===== config.mk =====
export PLATFORM = sky130hd
export DESIGN_NAME = dram_parity_guard
export DESIGN_NICKNAME = d
export VERILOG_FILES = /design/src/rtl/dram_parity_guard.sv
export SDC_FILE = /design/constraint.sdc
export NUM_CORES = 1
export LEC_CHECK = 0
export BUFFER_PORTS_ARGS = -buffer_cell sky130_fd_sc_hd__buf_2
export CORE_MARGIN = 2
export CORE_UTILIZATION = 45
export CTS_BUF_LIST = sky130_fd_sc_hd__clkbuf_4 sky130_fd_sc_hd__clkbuf_8 sky130_fd_sc_hd__clkbuf_16
export DETAILED_ROUTE_END_ITERATION = 10
export GPL_ROUTABILITY_DRIVEN = 0
export MAX_ROUTING_LAYER = met4
export PLACE_DENSITY_LB_ADDON = 0.05
export SYNTH_ARGS = -nofsm -noshare
export SYNTH_HDL_FRONTEND = slang
export SYNTH_SLANG_ARGS = --single-unit

===== constraint.sdc =====
create_clock -name clk -period 3.5 [get_ports clk]
set_input_delay 0.35 -clock clk [delete_from_list [all_inputs] [get_ports clk]]
set_output_delay 0.35 -clock clk [all_outputs]
set_load 0.005 [all_outputs]

===== src/rtl/dram_parity_guard.sv =====
module dram_parity_guard #(
  parameter int DATA_W   = 32,
  parameter int BASE_LAT = 2
) (
  input  logic                  clk,
  input  logic                  rst_n,
  input  logic                  mode_wr,
  input  logic [1:0]            mode_wdata,
  input  logic                  clr_sticky,
  input  logic                  cyc_start,
  input  logic                  cyc_cpu,
  input  logic                  cyc_write,
  input  logic [DATA_W/8-1:0]   cyc_be,
  input  logic [DATA_W-1:0]     cyc_wdata,
  input  logic [DATA_W-1:0]     mem_rdata,
  input  logic [DATA_W/8-1:0]   mem_rpar,
  output logic [DATA_W/8-1:0]   mem_wpar,
  output logic                  ack,
  output logic                  berr,
  output logic                  err_pending
);
  localparam int LANES   = DATA_W / 8;
  localparam int MAX_LAT = BASE_LAT + 1;
  localparam int CW      = $clog2(MAX_LAT + 1);
  localparam logic [1:0] M_DEFER  = 2'b01;
  localparam logic [1:0] M_STRICT = 2'b10;

  logic [1:0]       mode_q, cap_mode;
  logic             busy, cap_cpu, cap_wr, sticky;
  logic [LANES-1:0] cap_be, lane_bad;
  logic [CW-1:0]    cnt, need;

  for (genvar i = 0; i < LANES; i++) begin : g_lane
    assign mem_wpar[i] = ^cyc_wdata[8*i +: 8];
    assign lane_bad[i] = cap_be[i] & (^{mem_rdata[8*i +: 8], mem_rpar[i]});
  end

  wire checking  = (cap_mode == M_DEFER) || (cap_mode == M_STRICT);
  wire defer_cpu = (cap_mode == M_DEFER) && cap_cpu;
  assign need    = ((cap_mode == M_STRICT) || ((cap_mode == M_DEFER) && !cap_cpu))
                   ? CW'(MAX_LAT) : CW'(BASE_LAT);
  wire fin       = busy && (cnt == need);
  wire perr      = checking && !cap_wr && (|lane_bad);
  wire fail      = (perr && !defer_cpu) || (defer_cpu && sticky);
  wire set_now   = fin && perr && defer_cpu;
  wire clr_now   = clr_sticky || (mode_wr && (mode_wdata != mode_q));

  always_ff @(posedge clk) begin
    if (!rst_n) begin
      mode_q   <= 2'b00;
      cap_mode <= 2'b00;
      cap_cpu  <= 1'b0;
      cap_wr   <= 1'b0;
      cap_be   <= '0;
      busy     <= 1'b0;
      cnt      <= '0;
      ack      <= 1'b0;
      berr     <= 1'b0;
      sticky   <= 1'b0;
    end else begin
      if (mode_wr) mode_q <= mode_wdata;
      if (!busy && cyc_start) begin
        cap_mode <= mode_q;
        cap_cpu  <= cyc_cpu;
        cap_wr   <= cyc_write;
        cap_be   <= cyc_be;
        busy     <= 1'b1;
        cnt      <= CW'(1);
      end else if (fin) begin
        busy <= 1'b0;
      end else if (busy) begin
        cnt <= cnt + CW'(1);
      end
      ack  <= fin && !fail;
      berr <= fin && fail;
      if (set_now)      sticky <= 1'b1;
      else if (clr_now) sticky <= 1'b0;
    end
  end

  assign err_pending = sticky;

  a_r11_exclusive: assert property (@(posedge clk) disable iff (!rst_n)
    !(ack && berr));
  a_r11_single_pulse: assert property (@(posedge clk) disable iff (!rst_n)
    (ack || berr) |=> !(ack || berr));
  a_r8_sticky_source: assert property (@(posedge clk) disable iff (!rst_n)
    $rose(err_pending) |-> $past(busy && cap_cpu && !cap_wr && cap_mode == M_DEFER));
  a_r10_clear: assert property (@(posedge clk) disable iff (!rst_n)
    (clr_sticky && !(busy && cap_cpu && cap_mode == M_DEFER)) |=> !err_pending);
  a_r3_off_quiet: assert property (@(posedge clk) disable iff (!rst_n)
    (busy && !checking) |=> !berr);
endmodule


==> results_dict.tcl <==
set metrics [dict create \
    outcome "complete, no violations" \
    detailedRoute.firstIterationViolations 19 \
    clock-skew-final_ns 0.000444 \
    critical_path_peak_fanout 6 \
    crit_path_max_incr_delay_ns 0.39 \
    first_global_vias 1174 \
    rsz_0062_raised_after_global_routing "false" \
    total_leakage_power_nw 0.868 \
    grt_antenna_before_repair 0 \
    synth_compound_area_share_pct 8.45 \
    post_synth.cell_area_avg_um2 9.17 \
    synth_simple_gate_area_share_pct 15.6 \
    yosys.area_share.adder_pct 1.92 \
    cts_setup_buffers 0 \
    finalPower_w 0.000551 \
    crit_path_cell_trace "inv_1, ha_1, nor2b_1, or3_1, a21oi_1, nor2_1, o221a_2" \
    synth_edf_count 0 \
    io_buffers 87 \
    cts_tree "done" \
    numClockSinks 16 \
    cp_class "register to register" \
    design.portCount 88 \
    cts-buffers-inserted 3 \
    synth_async_sr_flop_share_pct 0 \
    n_antenna_cell 0 \
    setup_viol_count_final 0 \
    viasPerCell 4.79 \
    cp_slowest_cell "a21oi_1" \
    grt_start_max_net_pins 13 \
    hpwlAfterDp_mm 2.40 \
    max_slew_margin_pct 61.2 \
    drt-pass1-iter-count 4 \
    finalHoldViolations 0 \
    ys_seq_area_share_pct 24.6 \
    largest_family_of_logic_cells_by_synthesized_area "XOR/XNOR gates" \
    vdd_drop_max_mv 0.264 \
    power.density_mw_per_mm2 306 \
    cts_hold_buffers 0 \
    starting_utilization_of_the_core_area_pct 47.2 \
    dieArea_mm2 0.00334 \
    remaining_drc_errors 0 \
    grt_pass1_wl_mm 4.52 \
    detailroute.wirelength.met2_mm 1.32 \
    share_of_layout_cells_above_drive_strength_1_pct 41.3 \
    worst_setup_path_start_kind "register" \
    fin_crit_sh_pct 55.8 \
    achievable-frequency_mhz 512 \
    post_synth_num_cell_types 28 \
    final_period_minus_worst_setup_slack_ns 1.95 \
    chip_height_um 57.8 \
    cts_htree_levels 1 \
    maxUsedRoutingLayer "met4" \
    clk_latency_ns 0.28 \
    netlist_area_before_placement_mm2 0.00130 \
    count_of_instances_resized_after_the_clock_tree_is_built 0 \
    cts_max_path_buffers 2 \
    detail-route-antenna-nets 0 \
    clk_pin_slew_worst_paths_ns 0.09 \
    hold_path_class "primary input to register" \
    cp_capture_type "register" \
    final.setup.tns_ns 0 \
    routed_wire_length_per_instance_um 10.5 \
    timing.max_cap.violations 0 \
    synth_fp_nets 225 \
    wl_met1_mm 1.10 \
    nNetsFinal 314 \
    met3RoutedLength_um 271 \
    track_usage_pct 17.4 \
    worstPathRequired_ns 3.68 \
    ys_warn_count 0 \
    share_of_synthesized_area_spent_on_multiplexers_pct 3.84 \
    fin_worst_hold_slack_ns 0.295 \
    post_syn_instances 142 \
    finalMaxSlewViolations 0 \
    grt_overflow_total 0 \
    chipWidth_um 57.8 \
    worst_slew_pin_slew_ns 0.581 \
    clock-root-buffer "clkbuf_4" \
    area_growth_pct 38.3 \
    design.core.area_mm2 0.00276 \
    yosys_register_bits 16 \
    postRouteWirelength_mm 2.73 \
    critical_path_arrival_ns 2.14 \
    row_count 19 \
    vias 1249 \
    yosys.area_share.xor_xnor_pct 43.9 \
    ys.flop_type "dfxtp_1" \
]
synth_stat cells (all sizes together), types with 2 or more instances:
cell / n / share of area [%]
nand2b: 4 / 1.9
clkbuf: 3 / 0.86
xor2: 10 / 6.7
xnor2: 35 / 25
nand3: 3 / 1.2
dfxtp: 16 / 25
nor2: 5 / 1.4
nor2b: 2 / 0.96
ha: 2 / 1.9
nand2: 24 / 6.9
mux2i: 5 / 3.8
o21ai: 2 / 0.77
a21oi: 10 / 3.8
xnor3: 7 / 12
inv: 3 / 0.86
cell families after synthesis:
family / after synthesis
xor+xnor: 52
simple gates: 44
compound gates: 17
flops: 16
buf+inv: 6
mux: 5
fa+ha+maj: 2
placed cells by master (no fill, tap or decap):
cell type / synthesis / routed
nor4b_1: 1 / 1
xnor3_1: 6 / 6
nand3_1: 3 / 3
nand2_1: 24 / 24
nand4b_1: 1 / 1
o31ai_1: 1 / 1
clkbuf_8: 0 / 1
clkbuf_4: 0 / 3
o21ba_1: 1 / 1
dfxtp_1: 16 / 16
xnor2_1: 34 / 34
nor3_1: 1 / 1
nand4_1: 1 / 1
ha_1: 2 / 2
xnor3_2: 1 / 1
buf_2: 0 / 87
o21ai_0: 2 / 2
mux2i_1: 5 / 5
nand2b_1: 4 / 4
o22ai_1: 1 / 1
xnor2_4: 1 / 1
or3_1: 1 / 1
nor2b_1: 2 / 2
o221a_2: 1 / 1
nor2_1: 5 / 5
a21oi_1: 10 / 10
inv_1: 3 / 3
nor4_1: 1 / 1
a2111oi_2: 1 / 1
xor2_1: 10 / 10
worst max-delay path, delay by kind of cell (launching register included):
kind            cells  cell delay, ns
compound gates      2            0.67
simple gates        3            0.57
flops               1            0.36
fa+ha+maj           1            0.21
buf+inv             1            0.05
per-layer routing:
layer,vias to the layer above,track usage (%)
li1,646,-
met1,540,19.6
met2,59,30.0
met3,4,3.35
met4,0,7.64
met5,-,-
through the flow:
stage,instances,area [um2],utilization (%),worst slack (ns)
after floorplan,142,1300,-,1.73
after global placement,257,1770,64.0,1.59
after detailed placement,257,1770,64.0,1.54
after CTS,261,1800,65.3,1.53
after global routing,261,1800,65.3,1.35
final,261,1800,65.3,1.55
area by class of cell:
type,count,area [um2]
clock buffers,4,36.3
well taps,31,38.8
repair buffers,87,435
flip-flops and latches,16,320
multi-input cells,120,960
inverters,3,11.3
fillers,244,956
path summary, 6_finish.rpt:
check	from	to	slack, ns	cells past startpoint
worst max-delay path	cap_mode[1]	cnt[0]	1.55	7
worst min-delay path	cyc_be[2]	cap_be[2]	0.29	3
worst max register to register	cap_mode[1]	cnt[0]	1.55	7
worst min register to register	cap_wr	cap_wr	0.47	2
registers in the layout (all words and copies together), names as in the netlist:
signal and flops:
cap_wr 1, cnt 2, cap_cpu 1, mode_q 2
ack 1, busy 1, cap_mode 2, err_pending 1
berr 1, cap_be 4
power breakdown:
part / internal, W / switching [W]
registers: 0.000191 / 0.00000762
clock network: 0.0000633 / 0.0000569
logic: 0.000144 / 0.0000883
total: 0.000398 / 0.000153
(Power assumes the default switching activity.)
